### config.mk
export PLATFORM = sky130hd
export DESIGN_NAME = bmc_counter
export DESIGN_NICKNAME = d
export VERILOG_FILES = /design/src/rtl/bmc_pkg.sv /design/src/rtl/bmc_shadow.sv /design/src/rtl/bmc_core.sv /design/src/rtl/bmc_flag.sv /design/src/rtl/bmc_counter.sv
export SDC_FILE = /design/constraint.sdc
export NUM_CORES = 1
export LEC_CHECK = 0
export ABC_AREA = 1
export CELL_PAD_IN_SITES_DETAIL_PLACEMENT = 0
export CELL_PAD_IN_SITES_GLOBAL_PLACEMENT = 2
export CORE_ASPECT_RATIO = 0.8
export CORE_MARGIN = 5
export CORE_UTILIZATION = 28
export CTS_CLUSTER_DIAMETER = 100
export DETAILED_ROUTE_END_ITERATION = 16
export PLACE_DENSITY_LB_ADDON = 0.1
export SYNTH_ARGS = -nofsm -noshare
export SYNTH_HDL_FRONTEND = slang
export SYNTH_SLANG_ARGS = --single-unit
### constraint.sdc
create_clock -name clk_i -period 2.6 [get_ports clk_i]
set_input_delay 0.65 -clock clk_i [delete_from_list [all_inputs] [get_ports clk_i]]
set_output_delay 0.65 -clock clk_i [all_outputs]
set_load 0.005 [all_outputs]
### src/rtl/bmc_pkg.sv
package bmc_pkg;
  typedef enum logic {DIR_UP = 1'b0, DIR_DOWN = 1'b1} dir_e;
endpackage

### src/rtl/bmc_shadow.sv
module bmc_shadow #(
  parameter int unsigned W = 16,
  parameter int unsigned RESET_MOD = 4
) (
  input  logic         clk_i,
  input  logic         rst_ni,
  input  logic         we_i,
  input  logic [W-1:0] data_i,
  input  logic         bound_i,
  output logic [W-1:0] a1_o
);
  logic [W-1:0] a2_q, a1_q;

  always_ff @(posedge clk_i or negedge rst_ni) begin
    if (!rst_ni) begin
      a2_q <= W'(RESET_MOD);
      a1_q <= W'(RESET_MOD);
    end else begin
      if (we_i)    a2_q <= data_i;
      if (bound_i) a1_q <= a2_q;  // pre-write shadow value
    end
  end

  assign a1_o = a1_q;

  AST_A1_ONLY_AT_BOUND: assert property (@(posedge clk_i) disable iff (!rst_ni)
    !bound_i |=> $stable(a1_q));
endmodule

### src/rtl/bmc_core.sv
module bmc_core
  import bmc_pkg::*;
#(
  parameter int unsigned W = 16
) (
  input  logic         clk_i,
  input  logic         rst_ni,
  input  logic         tick_i,
  input  logic         updown_i,
  input  logic         load_i,
  input  logic [W-1:0] load_val_i,
  input  logic [W-1:0] a1_i,
  output logic [W-1:0] count_o,
  output logic         down_o,
  output logic         match_o,
  output logic         bound_o
);
  localparam logic [W-1:0] ONE = W'(1);
  localparam logic [W-1:0] TWO = W'(2);

  logic [W-1:0] cnt_q, cnt_d;
  dir_e         dir_q, dir_d;

  always_comb begin
    cnt_d   = cnt_q;
    dir_d   = dir_q;
    match_o = 1'b0;
    bound_o = 1'b0;
    if (load_i) begin
      cnt_d = load_val_i;
    end else if (tick_i) begin
      if (!updown_i) begin
        dir_d = DIR_UP;
        if (cnt_q == a1_i) begin
          cnt_d   = ONE;
          bound_o = 1'b1;
        end else begin
          cnt_d = cnt_q + ONE;
        end
      end else if (dir_q == DIR_UP && cnt_q != a1_i) begin
        cnt_d = cnt_q + ONE;
      end else if (dir_q == DIR_DOWN && cnt_q <= ONE) begin
        cnt_d = cnt_q + ONE;
        dir_d = DIR_UP;
      end else begin
        // descending step, or turning point at A1
        match_o = (dir_q == DIR_UP);
        cnt_d   = cnt_q - ONE;
        if (cnt_q == TWO) begin
          bound_o = 1'b1;
          dir_d   = DIR_UP;
        end else begin
          dir_d   = DIR_DOWN;
        end
      end
    end
  end

  always_ff @(posedge clk_i or negedge rst_ni) begin
    if (!rst_ni) begin
      cnt_q <= ONE;
      dir_q <= DIR_UP;
    end else begin
      cnt_q <= cnt_d;
      dir_q <= dir_d;
    end
  end

  assign count_o = cnt_q;
  assign down_o  = (dir_q == DIR_DOWN);

  AST_UP_WRAP: assert property (@(posedge clk_i) disable iff (!rst_ni)
    (tick_i && !load_i && !updown_i && count_o == a1_i) |=> (count_o == ONE));
  AST_TURN_DOWN: assert property (@(posedge clk_i) disable iff (!rst_ni)
    (tick_i && !load_i && updown_i && !down_o && count_o == a1_i && a1_i > TWO) |=> down_o);
  AST_IDLE_HOLD: assert property (@(posedge clk_i) disable iff (!rst_ni)
    (!tick_i && !load_i) |=> ($stable(count_o) && $stable(down_o)));
  AST_LOAD: assert property (@(posedge clk_i) disable iff (!rst_ni)
    load_i |=> (count_o == $past(load_val_i)));
endmodule

### src/rtl/bmc_flag.sv
module bmc_flag (
  input  logic clk_i,
  input  logic rst_ni,
  input  logic updown_i,
  input  logic bnd_flag_i,
  input  logic match_i,
  input  logic bound_i,
  input  logic clr_i,
  output logic flag_o
);
  logic set_evt, flag_q;

  assign set_evt = match_i | (bound_i & (~updown_i | bnd_flag_i));

  always_ff @(posedge clk_i or negedge rst_ni) begin
    if (!rst_ni) flag_q <= 1'b0;
    else         flag_q <= set_evt | (flag_q & ~clr_i);
  end

  assign flag_o = flag_q;

  AST_FLAG_SET_WINS: assert property (@(posedge clk_i) disable iff (!rst_ni)
    set_evt |=> flag_o);
  AST_FLAG_CLEAR: assert property (@(posedge clk_i) disable iff (!rst_ni)
    (clr_i && !set_evt) |=> !flag_o);
  AST_FLAG_STICKY: assert property (@(posedge clk_i) disable iff (!rst_ni)
    (!clr_i && !set_evt) |=> $stable(flag_o));
  AST_UP_BOUND_FLAG: assert property (@(posedge clk_i) disable iff (!rst_ni)
    (bound_i && !updown_i) |=> flag_o);
endmodule

### src/rtl/bmc_counter.sv
module bmc_counter #(
  parameter int unsigned W = 16,
  parameter int unsigned RESET_MOD = 4
) (
  input  logic         clk_i,
  input  logic         rst_ni,
  input  logic         tick_i,
  input  logic         updown_i,
  input  logic         bnd_flag_i,
  input  logic         load_i,
  input  logic [W-1:0] load_val_i,
  input  logic         shadow_we_i,
  input  logic [W-1:0] shadow_data_i,
  input  logic         flag_clr_i,
  output logic [W-1:0] count_o,
  output logic         down_o,
  output logic [W-1:0] modulus_o,
  output logic         flag_o
);
  logic         match_w, bound_w;
  logic [W-1:0] a1_w;

  bmc_shadow #(.W(W), .RESET_MOD(RESET_MOD)) u_shadow (
    .clk_i, .rst_ni,
    .we_i   (shadow_we_i),
    .data_i (shadow_data_i),
    .bound_i(bound_w),
    .a1_o   (a1_w)
  );

  bmc_core #(.W(W)) u_core (
    .clk_i, .rst_ni, .tick_i, .updown_i, .load_i, .load_val_i,
    .a1_i   (a1_w),
    .count_o,
    .down_o,
    .match_o(match_w),
    .bound_o(bound_w)
  );

  bmc_flag u_flag (
    .clk_i, .rst_ni, .updown_i, .bnd_flag_i,
    .match_i(match_w),
    .bound_i(bound_w),
    .clr_i  (flag_clr_i),
    .flag_o
  );

  assign modulus_o = a1_w;

  AST_UD_MATCH_FLAG: assert property (@(posedge clk_i) disable iff (!rst_ni)
    (tick_i && !load_i && updown_i && !down_o && count_o == modulus_o) |=> flag_o);
endmodule

==> run metrics <==
Wirelength per Cell 13.6 um; CP arrival 2.42 ns; M3 GR Usage 2.88%; period utilization 86.9%; top-area cell type share of the netlist area 31.0%; synthesized area 0.00379 mm2; Mapped Cells 592; DP Area 0.00477 mm2; crit path capture u_shadow.a1_o[1]; R2R Setup Slk 0.34 ns; max_cap viols 0; worst-case reg-to-reg path depth 11; # resized after CTS 0; Seq/Total Area, Yosys 33.1%; DRT Pass-1 Iters 4; Crit path largest cell delay 0.65 ns; remaining antenna violation count 0; initial antenna violation count 0; Slew headroom 60.0%; DIE HEIGHT 114 um; Post-DP HPWL 9.10 mm; routed wire length 11.5 mm; Crit Path Class reg -> reg; Avg Cell Area, Syn 6.41 um2; PD cells 510 mW/mm2; CP max FO 33; prevailing post-synth register cell dfrtp_1; post-synth cell types 35; Layout area overhead 30.3%; io pins 74; DR vias 3708; YS warnings 0; critical path's slowest cell dfstp_2; Least-Margin Pin Slew 0.599 ns; Design Area, Final 0.00494 mm2; CP Launch Type flop; vias in the first global route 3618; Worst setup EP type flop; area of the die 0.0160 mm2; Yosys top cell by area dfrtp_1; fin. max-slew vios 0; critical path depth 11; part of the power in the clock network 31.1%; # setup viols final 0; H-tree lvl count 2; delay-heaviest family, CP simple AND/OR/NAND/NOR gates; Clock Sinks 50; core area 0.0134 mm2; placer congestion estimate 0.863; setup TNS 0 ns; outcome complete, no violations; PortBufs 73; combinational share of power 30.8%; Critical Path Source u_core.count_o[0]; total grt overflow 0; Worst R2R End u_shadow.a1_o[1]; Worst IR Drop VDD 0.258 mV; nets 712; Post-CTS Setup Repair Bufs 0; Net Sw Frac 34.4%; CP required 2.77 ns; met1 usage 20.7%; Net Switching 0.866 mW; clk slew on worst S/H paths 0.08 ns; CTS Buf Count 5; Initial Util 28.3%; Post-synth EDFFs 0; Synth top cells by count 219 x nand2_1, 71 x nor2_1, 66 x inv_1, 47 x dfrtp_1, 44 x nand3_1; CP dominant cell by count nand2_1; Max Fclk 0.443 GHz; most area-consuming cells after synthesis dfrtp_1 31%, nand2_1 22%, nor2_1 7.0%; global-route wire length before repair 18.9 mm; share of cells above drive strength 1 13.5%; cts hold-fix bufs 0; Root Driver clkbuf_16; Seq pwr share 38.1%; RSZ-0062 raised after global routing false; largest net degree at the start of global routing 34; final hold violations 0; Bufs on Longest Clock Path 2; Remaining DRCs 0; GRT Resource Usage Total 14.8%; initial DRC count 167; Tightest Hold Check Type in -> async; reg-to-reg critical path startpoint u_core.count_o[0]; final setup skew 0.0116 ns; CTS tree yes; met2 Use GR 23.7%; count leader, synth nand2_1; Post-synth ARST share 100%; min Tclk post-route 2.26 ns; Synth Register Bits 50; Lkg Pwr 2.46 nW; syn_nets 636; critical path, cell by cell inv_2, nand2_1, nand2_1, nor2_1, nand2_1, nor2_4, nand2_4, a31oi_4, nand2_4, nand2_1, o21ai_2; critical path buffer and inverter count 1; Int Pwr 1.65 mW; vias per inst 4.37; n_diodes 0; later-pin clock latency in the skew report 0.30 ns; GRT Max-Usage Layer met2; Cell Rows 38; Die X-Extent 140 um
[kinds of logic (layout without fill, tap and decap cells)]
logic type,after synthesis,count (layout),share of synthesized area [%]
compound gates,48,48,9.20
xor+xnor,19,19,4.39
fa+ha+maj,4,4,1.32
buf+inv,106,183,11.6
flops,50,50,33.1
simple gates,365,365,40.4
[power groups by stage]
stage	combinational, mW	sequential, mW	clock [mW]
after detailed placement	0.786	0.980	0
after floorplan	0.482	0.929	0
after global routing	0.890	0.974	0.840
after CTS	0.790	0.965	0.807
final	0.776	0.960	0.784
after global placement	0.786	0.981	0
[how the worst min path moves through the flow]
stage	startpoint	slack, ns	to	depth (start not counted)
after floorplan	rst_ni	0.35	u_core.count_o[10]	0
after global placement	u_shadow.a2_q[2]	0.49	u_shadow.a1_o[2]	2
after detailed placement	u_shadow.a2_q[2]	0.49	u_shadow.a1_o[2]	2
after CTS	rst_ni	0.38	u_core.count_o[14]	1
final	rst_ni	0.36	u_core.count_o[14]	1
after global routing	rst_ni	0.41	u_shadow.a1_o[1]	1
[per-stage QoR]
step	util [%]	power, mW	cells	hold slack, ns	setup WS [ns]
2_1_floorplan	-	1.41	592	0.354	0.744
3_3_place_gp	35.6	1.77	841	0.487	0.226
3_5_place_dp	35.6	1.77	841	0.486	0.200
4_1_cts	36.9	2.56	849	0.381	0.318
5_1_grt	36.9	2.71	849	0.407	0.140
6_report	36.9	2.52	849	0.360	0.342
[cell type report]
cell class                      count  area, um2
Multi-Input combinational cell    436       2100
Timing Repair Buffer               92        881
Sequential cell                    50       1250
Tap cell                          180        225
Inverter                           83        312
Clock buffer                        5        125
Fill cell                        1495       8460
Clock inverter                      3       43.8
[cells in the final DEF, fill, tap and decap left out, types with 3 or more instances in the layout]
| master | instances |
|---|---|
| o21ai_2 | 16 |
| nand2_4 | 3 |
| a21oi_1 | 4 |
| dfstp_2 | 3 |
| clkinv_1 | 3 |
| inv_2 | 14 |
| dfrtp_1 | 47 |
| nand3_1 | 44 |
| clkbuf_16 | 5 |
| clkdlybuf4s50_1 | 72 |
| xor2_1 | 19 |
| inv_1 | 66 |
| nor2_2 | 5 |
| nand2_1 | 219 |
| ha_1 | 4 |
| buf_4 | 18 |
| nor2_1 | 70 |
| nand2_2 | 14 |
| o21ai_0 | 20 |
[routing by layer]
layer | vias up | wire [um] | part of all wire, %
met3 | 11 | 470 | 4.1
met1 | 1692 | 5750 | 50
met5 | - | 0 | 0
met4 | 0 | 137 | 1.2
li1 | 1945 | - | -
met2 | 60 | 5150 | 45
[flip-flops by register name, indices dropped and copies added (netlist names)]
| register | cells |
|---|---|
| u_core.count_o | 16 |
| u_shadow.a1_o | 16 |
| u_shadow.a2_q | 16 |
| u_core.down_o | 1 |
| u_flag.flag_o | 1 |
(Power assumes the default switching activity.)
